### config.mk
export PLATFORM = sky130hd
export DESIGN_NAME = sliced_alu
export DESIGN_NICKNAME = d
export VERILOG_FILES = /design/src/rtl/bsalu_pkg.sv /design/src/rtl/bsalu_decode.sv /design/src/rtl/bsalu_cell.sv /design/src/rtl/bsalu_zero.sv /design/src/rtl/sliced_alu.sv
export SDC_FILE = /design/constraint.sdc
export NUM_CORES = 1
export LEC_CHECK = 0
export BUFFER_PORTS_ARGS = -buffer_cell sky130_fd_sc_hd__buf_2
export CAP_MARGIN = 25
export CORE_ASPECT_RATIO = 0.8
export CORE_MARGIN = 1
export CORE_UTILIZATION = 30
export DETAILED_ROUTE_END_ITERATION = 12
export PLACE_DENSITY_LB_ADDON = 0.08
export SYNTH_ARGS = -nofsm -noshare
export SYNTH_HDL_FRONTEND = slang
export SYNTH_SLANG_ARGS = --single-unit
### constraint.sdc
create_clock -name vclk -period 26.8
set_input_delay 5.36 -clock vclk [all_inputs]
set_output_delay 5.36 -clock vclk [all_outputs]
set_load 0.02 [all_outputs]
### src/rtl/bsalu_pkg.sv
package bsalu_pkg;

   // per-cell output selection, carried in alu_code[1:0]
   typedef enum logic [1:0] {
      SEL_AND  = 2'b00,
      SEL_OR   = 2'b01,
      SEL_SUM  = 2'b10,
      SEL_LESS = 2'b11
   } cell_sel_e;

   // legal operation codes: {invert a, negate b, select}
   localparam logic [3:0] CODE_AND = 4'b0000;
   localparam logic [3:0] CODE_OR  = 4'b0001;
   localparam logic [3:0] CODE_ADD = 4'b0010;
   localparam logic [3:0] CODE_SUB = 4'b0110;
   localparam logic [3:0] CODE_SLT = 4'b0111;
   localparam logic [3:0] CODE_NOR = 4'b1100;

   typedef struct packed {
      logic      inv_a;
      logic      neg_b;
      cell_sel_e sel;
      logic      legal;
      logic      arith;
   } alu_ctl_t;

endpackage

### src/rtl/bsalu_decode.sv
module bsalu_decode
   import bsalu_pkg::*;
(
   input  logic [3:0] code_i,
   output alu_ctl_t   ctl_o
);

   always_comb begin
      ctl_o.inv_a = code_i[3];
      ctl_o.neg_b = code_i[2];
      ctl_o.sel   = cell_sel_e'(code_i[1:0]);
      unique case (code_i)
         CODE_AND, CODE_OR, CODE_SLT, CODE_NOR: begin
            ctl_o.legal = 1'b1;
            ctl_o.arith = 1'b0;
         end
         CODE_ADD, CODE_SUB: begin
            ctl_o.legal = 1'b1;
            ctl_o.arith = 1'b1;
         end
         default: begin
            ctl_o.legal = 1'b0;
            ctl_o.arith = 1'b0;
         end
      endcase
   end

endmodule

### src/rtl/bsalu_cell.sv
module bsalu_cell
   import bsalu_pkg::*;
#(
   parameter bit IS_TOP = 1'b0
)(
   input  logic      a_i,
   input  logic      b_i,
   input  logic      inv_a_i,
   input  logic      inv_b_i,
   input  logic      carry_i,
   input  logic      less_i,
   input  cell_sel_e sel_i,
   output logic      res_o,
   output logic      carry_o,
   output logic      sum_o,
   output logic      ovf_o
);

   logic ax;
   logic bx;
   logic sum;

   assign ax      = a_i ^ inv_a_i;
   assign bx      = b_i ^ inv_b_i;
   assign sum     = ax ^ bx ^ carry_i;
   assign carry_o = (ax & bx) | (ax & carry_i) | (bx & carry_i);
   assign sum_o   = sum;

   always_comb begin
      unique case (sel_i)
         SEL_AND:  res_o = ax & bx;
         SEL_OR:   res_o = ax | bx;
         SEL_SUM:  res_o = sum;
         SEL_LESS: res_o = less_i;
         default:  res_o = 1'b0;
      endcase
   end

   generate
      if (IS_TOP) begin : g_ovf
         // same-sign addends whose sum changes sign
         assign ovf_o = ~(ax ^ bx) & (sum ^ ax);
      end else begin : g_no_ovf
         assign ovf_o = 1'b0;
      end
   endgenerate

endmodule

### src/rtl/bsalu_zero.sv
module bsalu_zero #(
   parameter int WIDTH = 32,
   parameter int GROUP = 8
)(
   input  logic [WIDTH-1:0] vec_i,
   output logic             zero_o
);

   localparam int NGRP = (WIDTH + GROUP - 1) / GROUP;

   logic [NGRP-1:0] grp_any;

   generate
      if (GROUP < 1) begin : g_bad_group
         $error("bsalu_zero: GROUP must be at least 1");
      end
      for (genvar g = 0; g < NGRP; g++) begin : g_grp
         localparam int LO = g * GROUP;
         localparam int HI = ((LO + GROUP) < WIDTH) ? (LO + GROUP - 1) : (WIDTH - 1);
         assign grp_any[g] = |vec_i[HI:LO];
      end
   endgenerate

   assign zero_o = ~|grp_any;

endmodule

### src/rtl/sliced_alu.sv
module sliced_alu
   import bsalu_pkg::*;
#(
   parameter int WIDTH      = 32,
   parameter int ZERO_GROUP = 8
)(
   input  logic [WIDTH-1:0] a,
   input  logic [WIDTH-1:0] b,
   input  logic [3:0]       alu_code,
   output logic [WIDTH-1:0] result,
   output logic             zero,
   output logic             overflow,
   output logic             carry_out
);

   localparam int MSB = WIDTH - 1;

   generate
      if (WIDTH < 2) begin : g_bad_width
         $error("sliced_alu: WIDTH must be at least 2");
      end
   endgenerate

   alu_ctl_t         ctl;
   logic [WIDTH:0]   chain;
   logic [WIDTH-1:0] cell_res;
   logic             msb_sum;
   logic             msb_ovf;

   bsalu_decode u_dec (
      .code_i (alu_code),
      .ctl_o  (ctl)
   );

   assign chain[0] = ctl.neg_b;

   generate
      for (genvar i = 0; i < WIDTH; i++) begin : g_cell
         if (i == MSB) begin : g_top
            bsalu_cell #(.IS_TOP(1'b1)) u_cell (
               .a_i     (a[i]),
               .b_i     (b[i]),
               .inv_a_i (ctl.inv_a),
               .inv_b_i (ctl.neg_b),
               .carry_i (chain[i]),
               .less_i  (1'b0),
               .sel_i   (ctl.sel),
               .res_o   (cell_res[i]),
               .carry_o (chain[i+1]),
               .sum_o   (msb_sum),
               .ovf_o   (msb_ovf)
            );
         end else begin : g_low
            logic unused_sum;
            logic unused_ovf;
            logic less_in;
            if (i == 0) begin : g_fb
               assign less_in = msb_sum;
            end else begin : g_tie
               assign less_in = 1'b0;
            end
            bsalu_cell #(.IS_TOP(1'b0)) u_cell (
               .a_i     (a[i]),
               .b_i     (b[i]),
               .inv_a_i (ctl.inv_a),
               .inv_b_i (ctl.neg_b),
               .carry_i (chain[i]),
               .less_i  (less_in),
               .sel_i   (ctl.sel),
               .res_o   (cell_res[i]),
               .carry_o (chain[i+1]),
               .sum_o   (unused_sum),
               .ovf_o   (unused_ovf)
            );
         end
      end
   endgenerate

   assign result    = ctl.legal ? cell_res : '0;
   assign overflow  = ctl.arith & msb_ovf;
   assign carry_out = ctl.legal & chain[WIDTH];

   bsalu_zero #(.WIDTH(WIDTH), .GROUP(ZERO_GROUP)) u_zero (
      .vec_i  (result),
      .zero_o (zero)
   );

endmodule

==> results of run 1 <==
## placed cells by master, fill, tap and decap left out, drive strengths merged
master	netlist	routed
nor2	44	44
a211o	4	4
nor2b	6	6
and4	2	2
a211oi	1	1
or4	3	3
o22a	15	15
xor2	66	66
o32a	9	9
or2	4	4
nor4	2	2
o31ai	3	3
nand2	11	11
a21oi	6	6
and4bb	1	1
nor3	1	1
fa	31	31
a31oi	2	2
o21ai	14	14
buf	14	107
inv	70	70
nand2b	2	2
nand4	3	3
and2	9	9
mux2i	5	5
ha	64	64
nand3b	1	1
## critical path, delay by kind of cell
kind / cells / cell delay, ns
AND/OR/NAND/NOR: 4 / 0.59
XOR/XNOR: 1 / 0.24
adder cells (fa/ha/maj): 31 / 12.50
AO/OA/AOI/OAI: 3 / 0.42
buffers and inverters: 3 / 0.71
## stage by stage
| stage | instance area (µm²) | cells | util [%] | hold slack [ns] | total power (µW) |
|---|---|---|---|---|---|
| 2_1_floorplan | 3280 | 404 | - | 10.94 | 67.7 |
| 3_3_place_gp | 3890 | 626 | 37.2 | 11.20 | 94.3 |
| 3_5_place_dp | 3890 | 626 | 37.2 | 11.20 | 94.9 |
| 4_1_cts | 3890 | 626 | 37.2 | 11.20 | 95.6 |
| 5_1_grt | 3890 | 626 | 37.2 | 11.24 | 108 |
| 6_report | 3890 | 626 | 37.2 | 11.21 | 93.7 |
## synth_stat cells, drive strengths merged (6+ instances only)
cell type	count	share of area [%]
inv	70	8.0
xor2	66	18
ha	64	24
nor2	44	5.0
fa	31	19
o22a	15	4.0
buf	14	2.3
o21ai	14	2.1
clkbuf	11	1.3
nand2	11	1.3
and2	9	1.7
o32a	9	2.7
a21oi	6	0.91
nor2b	6	1.1
## kinds of logic after synthesis
group	after synthesis	share of synthesized area [%]
compound gates	54	12.6
buf+inv	95	11.6
xor+xnor	66	17.6
mux	5	1.52
simple gates	89	13.4
fa+ha+maj	95	43.3
## worst paths after layout
kind,end,slack [ns],cells past startpoint
min,overflow,11.21,4
max,zero,1.57,42
## layer usage
metal | share of wire (%) | up-vias | global-route usage, %
li1 | - | 1414 | -
met1 | 50 | 1282 | 21.3
met2 | 46 | 60 | 26.4
met3 | 3.8 | 0 | 0.837
met4 | 0 | 0 | 0
met5 | 0 | - | 0
## layout make-up
class,instances,area (µm²),area share [%]
inverter,70,263,6.76
tap,140,175,4.51
multi-input combinational,309,2900,74.7
timing repair buffer,107,546,14.0
## power by group through the flow
| stage | clock network [µW] | logic (µW) | registers (µW) |
|---|---|---|---|
| CTS | 0 | 95.6 | 0 |
| global placement | 0 | 94.3 | 0 |
| floorplan | 0 | 67.7 | 0 |
| detailed placement | 0 | 94.9 | 0 |
| finish | 0 | 93.7 | 0 |
| global route | 0 | 108 | 0 |
==> metrics, run 1 <==
FF+latch area=0 µm²; Sw Pwr=55.6 µW; hpwl dp=6810 µm; Highest Clock Rate=39.6 MHz; Avg WL per Cell=13.4 µm; Post-Syn Area per Cell=8.13 µm²; worst slew pin tran=0.942 ns; critical path peak fanout=16; Ports=103; Setup WS pre-CTS=1.54 ns; WL final=8420 µm; Post-CTS Setup Bufs=0; VDD IR-drop max=0.00806 mV; slowest stage delay, CP=0.56 ns; setup tns final=0 ns; Tcrit/Tclk final=94.1%; Placer Congestion=0.763; Crit path arrival time=19.87 ns; Initial DRC Count=88; first-pass GRT wire length=13800 µm; crit path max-delay cell type=fa_1; final hold violations=0; Final WS setup=1.57 ns; Initial Utilization=31.4%; sequential power share=0%; Syn Nets=567; critical path class=primary input to output pin; antenna violations before repair=0; switch share=59.4%; hold crit path type=primary input to output pin; Most Frequent Cell on Critical Path=fa_1; core area=0.0104 mm²; power share of the combinational group=100.0%; max-cap viol count=0; gr ovfl total=0; Period minus WS final=25.23 ns; DR vias=2756; Slew Limit Fails=0; die height=95.6 µm; share of post-route cells with drive strength above 1=22.6%; Syn Inst Count=404; synth warn=0; clkbuf count=0; pwr dens=24.1 mW/mm²; Crit. End Element=output pin; RSZ-0062 raised after global routing=no; Int Power=38.1 µW; drt pass-1 iters=4; fill count=1101; static leakage=0.00214 µW; Hold Path Origin=a[31]; PortBufs=103; Max transition margin=37.2%; Netlist cell types=37; Critical Path RT=21.44 ns; Die Wd=119 µm; Clk network pwr share=0%; DRT antenna net count=0; GRT Overall Usage=14.9%; Via-to-Cell Ratio=4.40; DRC=0; Nets=651; Std-Cell Rows=33; CP startpoint=alu_code[3]; sequential-to-total area share from yosys stat=0%; Post-CTS Hold Fix Bufs=0; Setup Viol. Count Final=0; vias in the first global route=2816; n_diodes=0; Resized Gates After CTS=0; synthesized area=0.00328 mm²; status=finished clean; Seq Cell Count=0; largest net degree at the start of global routing=68; die area=0.0114 mm²; crit path launch type=primary input; Area Growth Syn to Fin=18.4%
No activity file was read; power rests on OpenSTA's default activity.
==> run 2: changes to the inputs <==
Settings changed: ABC_AREA set to 1.
==> metrics, run 2 <==
status=finished clean; vias in the first global route=3200; slowest stage delay, CP=0.55 ns; Slew Limit Fails=0; critical path peak fanout=24; setup tns final=0 ns; largest net degree at the start of global routing=35; Syn Nets=707; Period minus WS final=24.92 ns; VDD IR-drop max=0.0102 mV; Most Frequent Cell on Critical Path=fa_1; clkbuf count=0; Netlist cell types=23; Crit path arrival time=19.56 ns; n_diodes=0; Finished Cell Area=0.00416 mm²; Commonest cells post-synth=nand2_1 (146), inv_1 (103), ha_1 (64), xnor2_1 (64), nor2_1 (61); Crit. End Element=output pin; critical path class=primary input to output pin; synth warn=0; DRC=0; Seq Cell Count=0; Nets=792; Avg WL per Cell=12.1 µm; die area=0.0124 mm²; share of post-route cells with drive strength above 1=19.1%; Setup Viol. Count Final=0; Post-Syn Area per Cell=6.61 µm²; Via-to-Cell Ratio=4.14; Initial Utilization=31.0%; post-synth top area share=22.3%; Syn Inst Count=544; RSZ-0062 raised after global routing=no; synth top area cells=ha_1 (22%), fa_1 (17%), xnor2_1 (16%); PortBufs=103; Die Wd=124 µm; gr ovfl total=0; commonest non-fill, non-tap cell in the layout=nand2_1; pwr dens=24.9 mW/mm²; antenna violations before repair=0; top-count cell post-synth=nand2_1; total chip power=104 µW; Ports=103; cell taking the most area after synthesis=ha_1; hold depth=6; sequential-to-total area share from yosys stat=0%; die height=99.9 µm; Placer Congestion=0.766; crit path launch type=primary input; worst slew pin tran=0.628 ns; Std-Cell Rows=35; core area=0.0116 mm²; Resized Gates After CTS=0; hold crit path type=primary input to output pin; Area after DPL=0.00416 mm²; first-pass GRT wire length=15800 µm; WL final=9410 µm; Highest Clock Rate=40.1 MHz; max-cap viol count=0; synthesized area=0.00359 mm²; fill count=1310; crit path max-delay cell type=fa_1; Endpoint, Worst Hold=overflow; Initial DRC Count=63; hpwl dp=7530 µm; DRT antenna net count=0; static leakage=0.00242 µW; Post-CTS Hold Fix Bufs=0; DR vias=3205; GRT Overall Usage=15.4%; Area Growth Syn to Fin=15.8%; final hold violations=0; Post-CTS Setup Bufs=0; Tcrit/Tclk final=93.0%; highest-count cells in the layout ignoring fill and taps=nand2_1 (146), inv_1 (103), buf_2 (103); FF+latch area=0 µm²; Max transition margin=58.2%; Critical Path RT=21.44 ns; drt pass-1 iters=4; Hold Path Origin=b[31]
## run 2: cell count changes after synthesis, sizes merged, moves of 9 or more
cell | previous run | this run
and2 | 9 | 0
clkbuf | 11 | 1
inv | 70 | 106
nand2 | 11 | 149
nor2 | 44 | 62
o22a | 15 | 0
o32a | 9 | 0
or2 | 4 | 13
xnor2 | 0 | 64
xor2 | 66 | 0
## run 2: final cells by class
cell class | count | area, µm² | share of cell area (%)
inverters | 106 | 398 | 9.56
multi-input cells | 415 | 3040 | 73.1
well taps | 148 | 185 | 4.45
repair buffers | 106 | 538 | 12.9
## run 2: report_power, final
group	leakage (µW)	switching, µW	total, µW	internal (µW)
Clock	0	0	0	0
Sequential	0	0	0	0
Combinational	0.00242	63.4	104	40.4
## run 2: worst max-delay path by stage
| stage | from | endpoint | slack, ns | depth (start not counted) |
|---|---|---|---|---|
| finish | alu_code[3] | zero | 1.88 | 44 |
| global route | alu_code[3] | zero | 1.17 | 44 |
| CTS | alu_code[3] | zero | 1.79 | 44 |
| detailed placement | alu_code[3] | zero | 1.84 | 44 |
| global placement | alu_code[3] | zero | 2.01 | 44 |
| floorplan | alu_code[3] | zero | 2.63 | 44 |
## run 2: metal layers
layer  GRT usage [%]  wire, µm  share of wire [%]
met1            21.4      4730                 50
met2            27.6      4330                 46
met3           0.746       282                3.0
met4           0.927        64               0.68
met5               0         0                  0
## run 2: critical path, delay by kind of cell
kind	cells	cell delay, ns
xor gates and xnor gates	1	0.22
and+or+nand+nor	10	0.83
adders and majority gates	30	12.18
buffers and inverters	3	0.96
## run 2: stage by stage
stage	worst slack, ns	hold slack [ns]	utilization [%]	instances
CTS	1.79	11.35	35.9	775
finish	1.88	11.34	35.9	775
global placement	2.01	11.33	35.9	775
floorplan	2.63	11.02	-	544
global route	1.17	11.38	35.9	775
detailed placement	1.84	11.34	35.9	775
## run 2: logic make-up (layout without fill, tap and decap cells)
| group | after synthesis | count (layout) | share of synthesized area (%) |
|---|---|---|---|
| compound gates | 23 | 23 | 3.38 |
| xor+xnor | 64 | 64 | 15.6 |
| fa+ha+maj | 95 | 95 | 39.5 |
| buf+inv | 129 | 212 | 15.4 |
| simple gates | 233 | 233 | 26.1 |
